--- src/rtl/mxu_pkg.sv ---
package mxu_pkg;

  typedef enum logic [1:0] {
    SZ_BYTE = 2'd0,
    SZ_HALF = 2'd1,
    SZ_WORD = 2'd2,
    SZ_RSVD = 2'd3
  } xfer_size_e;

  typedef enum logic [1:0] {
    AM_OFFSET = 2'd0,
    AM_PRE    = 2'd1,
    AM_POST   = 2'd2,
    AM_RSVD   = 2'd3
  } addr_mode_e;

  localparam int LANES  = 4;
  localparam int DATA_W = 8 * LANES;

  // True when the access cannot be issued as requested.
  function automatic logic bad_access(xfer_size_e sz, logic [1:0] lo);
    case (sz)
      SZ_BYTE: return 1'b0;
      SZ_HALF: return lo[0];
      SZ_WORD: return |lo;
      default: return 1'b1;
    endcase
  endfunction

  // Strobe bit for one byte lane.
  function automatic logic lane_hit(xfer_size_e sz, logic [1:0] lo, int lane);
    case (sz)
      SZ_BYTE: return (int'(lo) == lane);
      SZ_HALF: return (lo[1] == (lane >= 2));
      default: return 1'b1;
    endcase
  endfunction

  // Store byte placed on one lane.
  function automatic logic [7:0] lane_byte(xfer_size_e sz, logic [DATA_W-1:0] d, int lane);
    case (sz)
      SZ_BYTE: return d[7:0];
      SZ_HALF: return (lane % 2 == 0) ? d[7:0] : d[15:8];
      default: return d[8*lane +: 8];
    endcase
  endfunction

  // Pick and extend load data from the returned word.
  function automatic logic [DATA_W-1:0] load_extract(logic [DATA_W-1:0] w, xfer_size_e sz,
                                                     logic sgn, logic [1:0] lo);
    logic [7:0]  b;
    logic [15:0] h;
    b = w[{lo, 3'b000} +: 8];
    h = lo[1] ? w[31:16] : w[15:0];
    case (sz)
      SZ_BYTE: return {{24{sgn & b[7]}}, b};
      SZ_HALF: return {{16{sgn & h[15]}}, h};
      default: return w;
    endcase
  endfunction

endpackage

--- src/rtl/mxu_agen.sv ---
module mxu_agen
  import mxu_pkg::*;
#(
  parameter int IMM_W = 12
) (
  input  logic [DATA_W-1:0] base,
  input  logic [IMM_W-1:0]  imm,
  input  logic [DATA_W-1:0] offreg,
  input  logic              use_reg,
  input  addr_mode_e        mode,
  output logic [DATA_W-1:0] acc_addr,
  output logic [DATA_W-1:0] sum_addr,
  output logic              indexed
);
  localparam int PAD_W = DATA_W - IMM_W;

  logic [DATA_W-1:0] offset;

  always_comb begin
    offset   = use_reg ? offreg : {{PAD_W{1'b0}}, imm};
    sum_addr = base + offset;
    indexed  = (mode == AM_PRE) || (mode == AM_POST);
    acc_addr = (mode == AM_POST) ? base : sum_addr;
  end
endmodule

--- src/rtl/mxu_wrfmt.sv ---
module mxu_wrfmt
  import mxu_pkg::*;
(
  input  xfer_size_e        size,
  input  logic [1:0]        lo,
  input  logic [DATA_W-1:0] wdata,
  output logic [LANES-1:0]  be,
  output logic [DATA_W-1:0] wdata_rep
);
  for (genvar g = 0; g < LANES; g++) begin : g_lane
    assign be[g]              = lane_hit(size, lo, g);
    assign wdata_rep[8*g +: 8] = lane_byte(size, wdata, g);
  end
endmodule

--- src/rtl/mxu_rdext.sv ---
module mxu_rdext
  import mxu_pkg::*;
(
  input  logic              clk,
  input  logic              rst_n,
  input  logic              take,
  input  logic              take_load,
  input  logic              take_err,
  input  xfer_size_e        size,
  input  logic              sgn,
  input  logic [1:0]        lo,
  input  logic [DATA_W-1:0] mem_rdata,
  output logic              resp_valid,
  output logic              resp_err,
  output logic [DATA_W-1:0] resp_data
);
  logic       ld_q;
  logic       sgn_q;
  logic [1:0] lo_q;
  xfer_size_e size_q;

  always_ff @(posedge clk or negedge rst_n) begin
    if (!rst_n) begin
      resp_valid <= 1'b0;
      resp_err   <= 1'b0;
      ld_q       <= 1'b0;
      sgn_q      <= 1'b0;
      lo_q       <= 2'b00;
      size_q     <= SZ_BYTE;
    end else begin
      resp_valid <= take;
      resp_err   <= take & take_err;
      ld_q       <= take & take_load;
      sgn_q      <= sgn;
      lo_q       <= lo;
      size_q     <= size;
    end
  end

  assign resp_data = ld_q ? load_extract(mem_rdata, size_q, sgn_q, lo_q) : '0;

  a_r8_resp_follows: assert property (@(posedge clk) disable iff (!rst_n)
    take |=> resp_valid);
  a_r8_no_spurious: assert property (@(posedge clk) disable iff (!rst_n)
    !take |=> !resp_valid);
  a_r7_err_data_zero: assert property (@(posedge clk) disable iff (!rst_n)
    resp_err |-> (resp_data == '0) && resp_valid);
  a_r6_sign_byte: assert property (@(posedge clk) disable iff (!rst_n)
    (resp_valid && ld_q && sgn_q && size_q == SZ_BYTE) |-> (resp_data[31:8] == {24{resp_data[7]}}));
  a_r6_zero_half: assert property (@(posedge clk) disable iff (!rst_n)
    (resp_valid && ld_q && !sgn_q && size_q == SZ_HALF) |-> (resp_data[31:16] == 16'h0));
endmodule

--- src/rtl/mem_xfer_unit.sv ---
module mem_xfer_unit
  import mxu_pkg::*;
#(
  parameter int IMM_W = 12
) (
  input  logic              clk,
  input  logic              rst_n,
  input  logic              req_valid,
  input  logic              req_store,
  input  logic [1:0]        req_size,
  input  logic              req_signed,
  input  logic [1:0]        req_mode,
  input  logic              req_use_reg,
  input  logic [31:0]       req_base,
  input  logic [IMM_W-1:0]  req_imm,
  input  logic [31:0]       req_offreg,
  input  logic [31:0]       req_wdata,
  output logic              mem_req,
  output logic              mem_we,
  output logic [31:0]       mem_addr,
  output logic [3:0]        mem_be,
  output logic [31:0]       mem_wdata,
  input  logic [31:0]       mem_rdata,
  output logic              wb_en,
  output logic [31:0]       wb_value,
  output logic              resp_valid,
  output logic              resp_err,
  output logic [31:0]       resp_data
);
  xfer_size_e size;
  addr_mode_e mode;
  logic       indexed;
  logic       bad;
  logic       go;

  assign size = xfer_size_e'(req_size);
  assign mode = addr_mode_e'(req_mode);

  mxu_agen #(.IMM_W(IMM_W)) agen_i (
    .base     (req_base),
    .imm      (req_imm),
    .offreg   (req_offreg),
    .use_reg  (req_use_reg),
    .mode     (mode),
    .acc_addr (mem_addr),
    .sum_addr (wb_value),
    .indexed  (indexed)
  );

  assign bad     = bad_access(size, mem_addr[1:0]);
  assign go      = req_valid & ~bad;
  assign mem_req = go;
  assign mem_we  = go & req_store;
  assign wb_en   = go & indexed;

  mxu_wrfmt wrfmt_i (
    .size      (size),
    .lo        (mem_addr[1:0]),
    .wdata     (req_wdata),
    .be        (mem_be),
    .wdata_rep (mem_wdata)
  );

  mxu_rdext rdext_i (
    .clk        (clk),
    .rst_n      (rst_n),
    .take       (req_valid),
    .take_load  (go & ~req_store),
    .take_err   (bad),
    .size       (size),
    .sgn        (req_signed),
    .lo         (mem_addr[1:0]),
    .mem_rdata  (mem_rdata),
    .resp_valid (resp_valid),
    .resp_err   (resp_err),
    .resp_data  (resp_data)
  );

  a_r3_post_uses_base: assert property (@(posedge clk) disable iff (!rst_n)
    (mem_req && req_mode == 2'd2) |-> (mem_addr == req_base) && wb_en);
  a_r2_pre_wb_matches: assert property (@(posedge clk) disable iff (!rst_n)
    (mem_req && req_mode == 2'd1) |-> wb_en && (wb_value == mem_addr));
  a_r1_offset_no_wb: assert property (@(posedge clk) disable iff (!rst_n)
    (req_mode == 2'd0 || req_mode == 2'd3) |-> !wb_en);
  a_r4_word_lanes: assert property (@(posedge clk) disable iff (!rst_n)
    (mem_req && req_size == 2'd2) |-> (mem_addr[1:0] == 2'b00) && (mem_be == 4'hF));
  a_r4_byte_onehot: assert property (@(posedge clk) disable iff (!rst_n)
    (mem_req && req_size == 2'd0) |-> ($countones(mem_be) == 1));
  a_r7_reserved_size: assert property (@(posedge clk) disable iff (!rst_n)
    (req_size == 2'd3) |-> !mem_req && !wb_en);
  a_r9_idle_quiet: assert property (@(posedge clk) disable iff (!rst_n)
    !req_valid |-> !mem_req && !wb_en && !mem_we);
  a_r5_we_store_only: assert property (@(posedge clk) disable iff (!rst_n)
    mem_we |-> req_store && mem_req);
endmodule

--- config.mk ---
export PLATFORM = sky130hd
export DESIGN_NAME = mem_xfer_unit
export DESIGN_NICKNAME = d
export VERILOG_FILES = /design/src/rtl/mxu_pkg.sv /design/src/rtl/mxu_agen.sv /design/src/rtl/mxu_wrfmt.sv /design/src/rtl/mxu_rdext.sv /design/src/rtl/mem_xfer_unit.sv
export SDC_FILE = /design/constraint.sdc
export NUM_CORES = 1
export LEC_CHECK = 0
export ABC_CLOCK_PERIOD_IN_PS = 7410
export BUFFER_PORTS_ARGS = -buffer_cell sky130_fd_sc_hd__buf_2
export CAP_MARGIN = 40
export CORE_AREA = 2 2 113 115
export CTS_CLUSTER_SIZE = 28
export DETAILED_ROUTE_END_ITERATION = 16
export DIE_AREA = 0 0 115 117
export PLACE_DENSITY = 0.76
export SYNTH_ARGS = -nofsm -noshare
export SYNTH_HDL_FRONTEND = slang
export SYNTH_SLANG_ARGS = --single-unit
--- constraint.sdc ---
create_clock -name clk -period 7.41 [get_ports clk]
set_input_delay 1.482 -clock clk [delete_from_list [all_inputs] [get_ports clk]]
set_output_delay 1.482 -clock clk [all_outputs]
set_load 0.03 [all_outputs]
==> results.yml <==
route:
  ant_nets: 0
  wire_per_inst_um: 14.6
  wirelength_mm: 13.8
  drt_iter0_drc: 255
  route.detailed.drc: 0
  first_pass_iters: 4
  avgViaCountPerCell: 5.12
  vias: 4839
clock_tree:
  post_cts_resize_count: 0
  post_cts_buffers: 0
  cts_htree_levels: 1
  cts_made_buffers: 3
  tritoncts: "done"
  cts_sinks: 8
  path_clk_slew_ns: 0.04
  cts_root_buffer: "clkbuf_16"
  cts.hold.buffers_added: 0
  clk_path_buf_depth: 2
synth:
  yosysMostFrequentCell: "nand2_1"
  yosys_warnings: 0
  synth_edf_count: 0
  synth_cells: 539
  synth_area_sq_um: 3780
  synth_area_leaders: "mux2_2, ha_1, a21oi_1"
  synthFlopType: "dfrtp_1"
  netlist_top_cells_count: "nand2_1, a21oi_1, mux2_2"
  syn_avg_cell_area_sq_um: 7.01
  ys_seq_area_frac: 0.0530
  synth_cell_types: 53
  postSynth.asyncResetShare: 1.00
  ys_ff_latch: 8
  synth_nets: 722
  synth_top_area_frac: 0.155
  yosys.area.top_type: "mux2_2"
grt:
  grt_pass1_wl_mm: 21.0
  gr-usage-all-layers: 0.190
  antenna_found_initial: 0
  grt_pass1_vias: 4353
  overflow: 0
  grt_max_degree: 33
sta:
  fmax_mhz: 155
  slew_headroom: 0.468
  hold_ws_ns: 1.09
  setup_viol_count_final: 0
  hold_viol_final: 0
  fin_crit_sh: 0.869
  worstMarginPinSlew_ns: 0.799
  drv_slew: 0
  rsz0062_at_grt: "no"
  setup_tns_ns: 0
  finalCriticalPeriod_ns: 6.44
power:
  p_switching_mw: 0.453
  p_int_mw: 0.347
  pwr-share-clk: 0.112
  p_leak_nw: 3.02
  ir_drop_mv: 0.100
  seqPwrFrac: 0.074
  power_density_nw_per_um2: 149
  comb_power_share: 0.814
  swShare: 0.566
job:
  drv_cap: 0
critical_path:
  critPathArrivalTime_ns: 4.96
  cp_slowest_cell: "fa_1"
  start_kind: "input pin"
  crit_top_cell: "buf_2"
  worstSetupPathType: "input pin to primary output"
  worstPathRequired_ns: 5.93
  slowest_delay_ns: 0.40
  cp-end-kind: "primary output"
  cp_cell_sequence: "buf_2 > mux2_2 > ha_1 > fa_1 > a21o_1 > a221oi_2 > and4b_1 > o21ai_2 > nand2_2 > o41ai_2 > xnor2_1 > mux2_4 > buf_2"
  crit_family: "compound AO/OA/AOI/OAI gates"
  crit_fanout: 23
  cp.buffers_inverters: 2
layout:
  antenna_cells: 0
  area_growth_pct: 41.8
  utilization: 0.435
  nNetsFinal: 980
  drive_above_1_share: 0.445
  final_cell_count_no_fill: 945
floorplanning:
  core_area_sq_um: 12300
  die_h_um: 117
  start_util: 0.307
  ios: 287
  die-area_sq_um: 13500
  fp.dieW_um: 115
  rows: 41
placement:
  gp_congestion: 0.875
  dpl.cell_count: 942
  port_buffers: 286
  hpwl_mm: 11.7
status:
  status: "completed"
hold_path:
  hold_path_class: "input pin to asynchronous set/reset pin"
## per-stage QoR
step	instance area (sq um)	setup WS (ns)	power, mW
finish	5360	0.970	0.799
global route	5360	0.724	0.854
CTS	5360	0.949	0.802
detailed placement	5280	0.975	0.708
global placement	5230	1.02	0.702
floorplan	3780	1.16	0.520
## flip-flops by register name (all words and copies together) (netlist names)
register,count
rdext_i.size_q,2
rdext_i.sgn_q,1
rdext_i.resp_valid,1
rdext_i.lo_q,2
rdext_i.resp_err,1
rdext_i.ld_q,1
## cell families after synthesis
family / Yosys count / synth area share
muxes: 63 / 0.185
buffers and inverters: 66 / 0.0745
DFF: 8 / 0.0530
xor gates and xnor gates: 30 / 0.0695
and+or+nand+nor: 175 / 0.224
adders and majority gates: 33 / 0.111
AOI/OAI and AO/OA: 164 / 0.282
## power by group through the flow
stage	clock [mW]	sequential, mW	combinational, mW
CTS	0.0913	0.0585	0.653
global route	0.0937	0.0598	0.700
finish	0.0895	0.0588	0.651
detailed placement	0	0.0591	0.649
floorplan	0	0.0508	0.469
global placement	0	0.0589	0.643
## cell type report
cell class / count / area (sq um)
clock buffer: 3 / 75.1
fill: 1270 / 6950
inverter: 29 / 109
multi-input combinational: 465 / 3300
sequential: 8 / 200
tap: 150 / 188
timing repair buffer: 290 / 1490
## worst max path at each step
stage | from | endpoint | slack (ns) | cells past startpoint
floorplan | req_use_reg | mem_addr[24] | 1.16 | 12
global placement | req_use_reg | mem_addr[28] | 1.02 | 13
detailed placement | req_use_reg | mem_addr[28] | 0.98 | 13
CTS | req_use_reg | mem_addr[28] | 0.95 | 13
global route | req_use_reg | mem_addr[25] | 0.72 | 13
finish | req_use_reg | mem_addr[28] | 0.97 | 13
## layer usage
layer	global-route usage	part of all wire	up-vias	wire length (um)
met5	0	0	-	0
met4	0.0474	0.014	0	191
met3	0.0175	0.052	14	713
met2	0.343	0.49	181	6730
met1	0.245	0.45	2206	6180
li1	-	-	2438	-
## cell usage in the layout (no fill, tap or decap), drive strengths merged, types with 14 or more instances in the layout
cell type	synthesis	layout
a21oi	57	57
inv	28	28
o21ai	31	31
buf	15	290
a21o	21	21
xnor2	21	21
nor2	28	28
and2	26	26
mux2	53	53
nand2	74	74
ha	32	32
and3	14	14
(Power assumes the default switching activity.)
